**config.mk**
```make
export PLATFORM = sky130hd
export DESIGN_NAME = flag_offset_bank
export DESIGN_NICKNAME = d
export VERILOG_FILES = /design/src/rtl/flag_offset_bank.sv
export SDC_FILE = /design/constraint.sdc
export NUM_CORES = 1
export LEC_CHECK = 0
export ABC_AREA = 1
export CORE_MARGIN = 3
export CORE_UTILIZATION = 45
export CTS_CLUSTER_DIAMETER = 40
export DETAILED_ROUTE_END_ITERATION = 10
export PLACE_DENSITY = 0.72
export SLEW_MARGIN = 10
export SYNTH_ARGS = -nofsm -noshare
export SYNTH_HDL_FRONTEND = slang
export SYNTH_SLANG_ARGS = --single-unit
```
**constraint.sdc**
```tcl
create_clock -name clk -period 1.7 [get_ports clk]
set_input_delay 0.34 -clock clk [delete_from_list [all_inputs] [get_ports clk]]
set_output_delay 0.34 -clock clk [all_outputs]
set_load 0.02 [all_outputs]
```
**src/rtl/flag_offset_bank.sv**
```systemverilog
module flag_offset_bank #(
  parameter int DEPTH = 3000,
  parameter int OFS_W = $clog2(DEPTH)
) (
  input  logic             clk,
  input  logic             mrst,
  input  logic             strap_serial,
  input  logic [1:0]       dflt_sel,
  input  logic             prog_we,
  input  logic [OFS_W-1:0] prog_din,
  input  logic             prog_re,
  output logic [OFS_W-1:0] prog_dout,
  input  logic             ser_en,
  input  logic             ser_in,
  output logic             mode_serial,
  output logic [OFS_W-1:0] empty_ofs,
  output logic [OFS_W-1:0] full_ofs
);
  localparam int BIT_W = $clog2(OFS_W);
  localparam logic [OFS_W-1:0] MAXV  = OFS_W'(DEPTH - 1);
  localparam logic [BIT_W-1:0] LASTB = BIT_W'(OFS_W - 1);

  logic             wr_sel, rd_sel, ser_half;
  logic [BIT_W-1:0] bit_idx;
  logic [OFS_W-1:0] acc, ser_word, dflt;
  logic             par_wr, ser_wr, ser_last;

  function automatic logic [OFS_W-1:0] clamp(input logic [OFS_W-1:0] v);
    return (v > MAXV) ? MAXV : v;
  endfunction

  function automatic logic [OFS_W-1:0] preset(input logic s, input logic [1:0] sel);
    int v;
    case ({s, sel})
      3'b100:  v = 1023;
      3'b010:  v = 511;
      3'b001:  v = 255;
      3'b000:  v = 127;
      3'b011:  v = 63;
      3'b110:  v = 31;
      3'b101:  v = 15;
      default: v = 7;
    endcase
    return (v > DEPTH - 1) ? MAXV : OFS_W'(v);
  endfunction

  assign dflt     = preset(strap_serial, dflt_sel);
  assign ser_word = {ser_in, acc[OFS_W-1:1]};
  assign par_wr   = !mode_serial && prog_we;
  assign ser_wr   = mode_serial && ser_en;
  assign ser_last = ser_wr && (bit_idx == LASTB);

  always_ff @(posedge clk) begin
    if (mrst) begin
      mode_serial <= strap_serial;
      empty_ofs   <= dflt;
      full_ofs    <= dflt;
      wr_sel      <= 1'b0;
      rd_sel      <= 1'b0;
      ser_half    <= 1'b0;
      bit_idx     <= '0;
      acc         <= '0;
      prog_dout   <= '0;
    end else begin
      if (par_wr) begin
        if (wr_sel) full_ofs  <= clamp(prog_din);
        else        empty_ofs <= clamp(prog_din);
        wr_sel <= !wr_sel;
      end
      if (ser_wr) begin
        acc     <= ser_word;
        bit_idx <= ser_last ? '0 : bit_idx + 1'b1;
        if (ser_last) begin
          ser_half <= !ser_half;
          if (ser_half) full_ofs  <= clamp(ser_word);
          else          empty_ofs <= clamp(ser_word);
        end
      end
      if (prog_re) begin
        prog_dout <= rd_sel ? full_ofs : empty_ofs;
        rd_sel    <= !rd_sel;
      end
    end
  end

  a_r4_in_range: assert property (@(posedge clk) disable iff (mrst)
    (empty_ofs <= MAXV) && (full_ofs <= MAXV));

  a_r1_method_held: assert property (@(posedge clk) disable iff (mrst)
    1'b1 |=> $stable(mode_serial));

  a_r6_serial_ignores_word: assert property (@(posedge clk) disable iff (mrst)
    (mode_serial && !ser_en) |=> ($stable(empty_ofs) && $stable(full_ofs)));

  a_r6_parallel_ignores_shift: assert property (@(posedge clk) disable iff (mrst)
    (!mode_serial && !prog_we) |=> ($stable(empty_ofs) && $stable(full_ofs)));

  a_r5_partial_word_holds: assert property (@(posedge clk) disable iff (mrst)
    (ser_wr && !ser_last) |=> ($stable(empty_ofs) && $stable(full_ofs)));

  a_r7_dout_holds: assert property (@(posedge clk) disable iff (mrst)
    !prog_re |=> $stable(prog_dout));
endmodule

```
* Yosys cells after proc, flatten, opt, wreduce, memory -nomap -nowiden
Cells that the tools add are included.
** Word-level totals
- Register bits after elaboration :: 56
- Bits of input ports :: 21
- Output and inout bits :: 37
** Operators by class
- Add/subtract/negate cells :: 1
- $lt $le $gt $ge :: 3
- Equal/unequal tests :: 7
- Muxes and demuxes :: 18
- Reductions and logical operators :: 9
** Operators by type and width (count)
- two-way mux 12 bit :: 16
- one-hot mux 10 bit (7 select lines) :: 1
- > comparator 32 x 13 -> 1 bit, second input constant :: 1
- > comparator 12 bit, second input constant :: 2
- equality test 3 bit, second input constant :: 3
- equality test 3 x 2 -> 1 bit, second input constant :: 2
- adder 4 x 1 -> 4 bit, second input constant :: 1
- equality test 4 bit, second input constant :: 1
- logical NOT 1 bit :: 4
- two-way mux 4 bit :: 1
- equality test 3 x 1 -> 1 bit, second input constant :: 1
- logical AND 1 bit :: 3
- logical NOT 3 bit :: 1
- AND reduction 2 bit :: 1

* Depth between registers and ports, before layout
Gate-level depths: netlist of run 1.
- Word-level depth :: 8
- Gate-level depth with buffers :: 11
- Mapped depth without buffers :: 10

* Worst setup path after synthesis of run 1
OpenSTA, ideal clock, no wires.
- Path kind :: reg-to-reg
- From :: reg mode_serial
- To :: reg full_ofs[4]
- Library setup time :: 0.120 ns
- Data arrival time :: 1.332 ns
- Required time :: 1.580 ns
- Slack :: 0.247 ns
- Stages on the path, launching flop included :: 10
- Path buffers :: 1
- Cell sequence :: edfxtp_1 > nand2_2 > clkinv_2 > nand4_4 > nor2_4 > buf_4 > a21oi_1 > nand2_1 > nand2_1 > nand2_1
** On the way
- Cells in the longest elaborated chain, start to end :: 7
- Elaborated cells on any way between the ends :: 9
- Those cells by class :: 5 x mux; 4 x reduce/logical
** RTL lines
- start: declaration :: line 15 : output logic mode_serial,
- start signal: assignment :: line 55 : mode_serial <= strap_serial;
- logical NOT 1 bit :: line 49 : assign par_wr = !mode_serial && prog_we;
- logical AND 1 bit :: line 49
- two-way mux 12 bit :: line 65 : if (par_wr) begin
- two-way mux 12 bit :: line 75 : if (ser_half) full_ofs <= clamp(ser_word);
- two-way mux 12 bit :: line 73 : if (ser_last) begin
- two-way mux 12 bit (*) :: line 70 : if (ser_wr) begin
- two-way mux 12 bit (*) :: line 54 : if (mrst) begin
- end signal: assignment :: line 57 : full_ofs <= dflt;
- end signal: assignment :: line 66 : if (wr_sel) full_ofs <= clamp(prog_din);
- end signal: assignment :: line 75
- end: declaration :: line 17 : output logic [OFS_W-1:0] full_ofs
Mark *: on every way between the ends. The rest lies on a longest branch, timed or not.
A chain may end at the register's enable or synchronous reset.

* Worst setup path in the final report of run 1
- From :: reg empty_ofs[8]
- To :: out empty_ofs[8]
** RTL lines
- start: declaration :: line 16 : output logic [OFS_W-1:0] empty_ofs,
- start signal: assignment :: line 56 : empty_ofs <= dflt;
- start signal: assignment :: line 67 : else empty_ofs <= clamp(prog_din);
- start signal: assignment :: line 76 : else empty_ofs <= clamp(ser_word);
No word-level cell between the ends.

==> results.yml, run 1 <==
clock_tree:
  clock_tree_from_tritoncts: "done"
  clk_pin_slew_worst_paths_ns: 0.09
  clock-sinks: 55
  cts_hold_buf: 0
  cts_htree_levels: 2
  cts.path.max_buffers: 2
  worstSkewPairLatency_ns: 0.32
  cts_root_buffer: "sky130_fd_sc_hd__clkbuf_8"
  cts_inserted_buffers: 5
placed_design:
  post_place_setup_slack_ns: -0.160
  numPortBuffers: 57
  routabilityCongestion: 0.862
  detailedPlacementHpwl_mm: 5.56
sta:
  final_period_minus_worst_setup_slack_ns: 1.67
  setup_repair_after_global_routing_missed_its_margin: "false"
  fin_worst_skew_ns: 0.0101
  slew-limit-headroom: 0.761
  postLayoutSetupSlackWorst_ns: 0.0302
  setup_viol_count_final: 0
  clock.fmax_mhz: 599
  worst-slew-pin-transition_ns: 0.356
  final_max_slew_viol_count: 0
  hold_viol: 0
  timing.final.crit_share: 0.982
critical_path:
  worstPathMaxFanout: 3
  critPathCaptureType: "primary output"
  critPathMaxStageDelay_ns: 0.63
  crit_arrival_ns: 1.33
  cp_data_required_time_ns: 1.36
  startpoint_type: "register"
  timing.critical_path.max_delay_family: "buffers and inverters"
  worstPathCellList: "clkdlybuf4s50_1"
  path_buf_inv: 1
  timing_worst_setup_path_type: "reg2out"
  critical-path-slowest-cell: "sky130_fd_sc_hd__clkdlybuf4s50_1"
routing:
  vias: 2839
  number_of_drc_violations_after_detailed_routing: 0
  drt.antenna.violating_nets: 0
  drt-initial-drc-count: 147
  wire_per_inst_microns: 13.0
  detail_route.first_pass.iterations: 4
  detail_route.vias_per_cell: 5.06
  route.final.wire_length_mm: 7.28
layout:
  layout.core_utilization: 0.659
  drive_above_1_share: 0.112
  ant_cells: 0
  area_growth_pct: 36.3
  design.final.nets: 511
die:
  initial_core_util: 0.483
  design.die.area_sq_um: 7110
  ioPinCount: 58
  rows: 27
  dieHeight_microns: 84.3
  core_area_sq_um: 5710
  horiz_die_dim_microns: 84.3
synthesis:
  portion_of_the_post_synthesis_area_used_by_sequential_elements: 0.403
  yosysUniqueCellTypes: 32
  yosys_warnings: 0
  syn_inst: 407
  synth.avg_cell_area_sq_um: 6.78
  total_standard_cell_area_after_synthesis_sq_um: 2760
  postSynthRegisterBits: 55
  synth_fp_nets: 430
global_routing:
  grt_util_all_layers: 0.210
  globalRoute.totalOverflow: 0
  initial_antenna_violation_count: 0
  first_global_vias: 2667
  grt_start_max_net_pins: 43
  grt_first_pass_wirelength_mm: 12.3
power_and_ir_drop:
  net-switching-power_mw: 0.923
  power_switching_share: 0.298
  power_leakage_nw: 1.91
  vdd.ir_drop.worst_uv: 410
  comb_power_share: 0.247
  cell_internal_pwr_mw: 2.17
  clkPwrFrac: 0.273
  power_frac_seq: 0.481
  power.density_nw_per_um2: 823
job:
  maxCapViolCount: 0
outcome:
  outcome: "finished, final reports clean"
worst_hold_path:
  holdCritPathClass: "reg2reg"
-- path summary, 6_finish.rpt --
| check | from | endpoint | slack (ns) | cells past startpoint |
|---|---|---|---|---|
| worst max-delay path | empty_ofs[8] | empty_ofs[8] | 0.03 | 1 |
| worst min-delay path | prog_dout[6] | prog_dout[6] | 0.49 | 2 |
| worst max register to register | bit_idx[0] | full_ofs[6] | 0.17 | 8 |
| worst min register to register | prog_dout[6] | prog_dout[6] | 0.49 | 2 |
-- Yosys cell counts --
master                     number  area [sq um]
sky130_fd_sc_hd__a211oi_1       1          7.51
sky130_fd_sc_hd__a21oi_1       24           120
sky130_fd_sc_hd__a31oi_1        1          6.26
sky130_fd_sc_hd__a32oi_1        1          8.76
sky130_fd_sc_hd__buf_2          6          30.0
sky130_fd_sc_hd__buf_4          2          15.0
sky130_fd_sc_hd__buf_6          1          11.3
sky130_fd_sc_hd__clkbuf_1       9          33.8
sky130_fd_sc_hd__clkinv_1       2          7.51
sky130_fd_sc_hd__clkinv_2       1          5.00
sky130_fd_sc_hd__dfxtp_1       54          1080
sky130_fd_sc_hd__edfxtp_1       1          30.0
sky130_fd_sc_hd__fa_1           1          20.0
sky130_fd_sc_hd__ha_1           1          12.5
sky130_fd_sc_hd__inv_1         51           191
sky130_fd_sc_hd__inv_2          2          7.51
sky130_fd_sc_hd__nand2_1      119           447
sky130_fd_sc_hd__nand2_2        3          18.8
sky130_fd_sc_hd__nand2_4        1          11.3
sky130_fd_sc_hd__nand3_1       40           200
sky130_fd_sc_hd__nand3_2        1          10.0
sky130_fd_sc_hd__nand4_4        1          21.3
sky130_fd_sc_hd__nor2_1        24          90.1
sky130_fd_sc_hd__nor2_4         3          33.8
sky130_fd_sc_hd__nor3_1         6          30.0
sky130_fd_sc_hd__o211ai_1      14           105
sky130_fd_sc_hd__o21a_1         4          30.0
sky130_fd_sc_hd__o21ai_0       24           120
sky130_fd_sc_hd__o21ai_1        6          30.0
sky130_fd_sc_hd__o21bai_1       1          7.51
sky130_fd_sc_hd__xnor2_1        1          8.76
sky130_fd_sc_hd__xor2_1         1          8.76
-- placed cells by master (no fill, tap or decap), types with 4 or more instances in the layout --
master	Yosys	routed
sky130_fd_sc_hd__o21ai_0	24	24
sky130_fd_sc_hd__clkbuf_8	0	6
sky130_fd_sc_hd__o21a_1	4	4
sky130_fd_sc_hd__o211ai_1	14	14
sky130_fd_sc_hd__nor3_1	6	6
sky130_fd_sc_hd__a21oi_1	24	24
sky130_fd_sc_hd__nand2_1	119	119
sky130_fd_sc_hd__buf_4	2	33
sky130_fd_sc_hd__inv_1	51	51
sky130_fd_sc_hd__clkdlybuf4s50_1	0	45
sky130_fd_sc_hd__nand3_1	40	40
sky130_fd_sc_hd__nor2_1	24	24
sky130_fd_sc_hd__o21ai_1	6	6
sky130_fd_sc_hd__dlymetal6s2s_1	0	12
sky130_fd_sc_hd__dfxtp_1	54	54
-- power by group through the flow --
stage	combinational [mW]	clock [mW]	sequential (mW)
6_report	0.763	0.844	1.49
4_1_cts	0.772	0.862	1.49
3_3_place_gp	0.754	0	1.51
2_1_floorplan	0.329	0	1.60
5_1_grt	0.847	0.912	1.50
3_5_place_dp	0.770	0	1.52
-- flip-flops by register name, indices dropped and copies added, names as in the netlist --
signal and count:
mode_serial 1, ser_half 1, prog_dout 12, wr_sel 1, full_ofs 12, rd_sel 1, empty_ofs 12, bit_idx 4
acc 11
-- layer usage --
| layer | vias up | part of all wire | global-route usage |
|---|---|---|---|
| met5 | - | 0 | 0 |
| met4 | 0 | 0.011 | 0.0556 |
| met3 | 9 | 0.061 | 0.0569 |
| met2 | 82 | 0.45 | 0.340 |
| met1 | 1280 | 0.48 | 0.275 |
| li1 | 1468 | - | - |
-- per-stage QoR --
step                area (sq um)  hold WS (ns)  setup TNS [ns]  cells  total power [mW]
floorplan                   2760         0.439               0    407              1.92
global placement            3620         0.460           -1.24    553              2.27
detailed placement          3620         0.470           -1.71    553              2.29
CTS                         3730         0.490               0    561              3.12
global route                3760         0.506               0    561              3.26
finish                      3760         0.485               0    561              3.10
-- kinds of logic (layout without fill, tap and decap cells) --
logic type	Yosys count	count (layout)	share of synthesized area
fa+ha+maj	2	2	0.0118
compound gates	76	76	0.158
flops	55	55	0.403
xor+xnor	2	2	0.00635
simple gates	198	198	0.312
buf+inv	74	156	0.109
-- what timing repair did --
item                                    in CTS  in global routing
endpoints found under the setup margin       0                 13
setup buffers                                0                  0
resized for setup                            0                 12
-- final cells by class --
cell class              count  area (sq um)
inverters                  56           211
fillers                   540          1950
flip-flops and latches     55          1110
clock buffers               7           108
clock inverters             1          5.00
repair buffers             92           888
multi-input cells         278          1350
well taps                  72          90.1
Note: power is estimated with default switching activity, not from simulation.
==> run 2: changes to the inputs <==
--- a/config.mk
+++ b/config.mk
@@ -11,6 +11,7 @@
 export CTS_CLUSTER_DIAMETER = 40
 export DETAILED_ROUTE_END_ITERATION = 10
 export PLACE_DENSITY = 0.72
+export SKIP_LAST_GASP = 1
 export SLEW_MARGIN = 10
 export SYNTH_ARGS = -nofsm -noshare
 export SYNTH_HDL_FRONTEND = slang
==> results of run 2 <==
The final DEF is identical to that of run 1; final timing and power are the same.
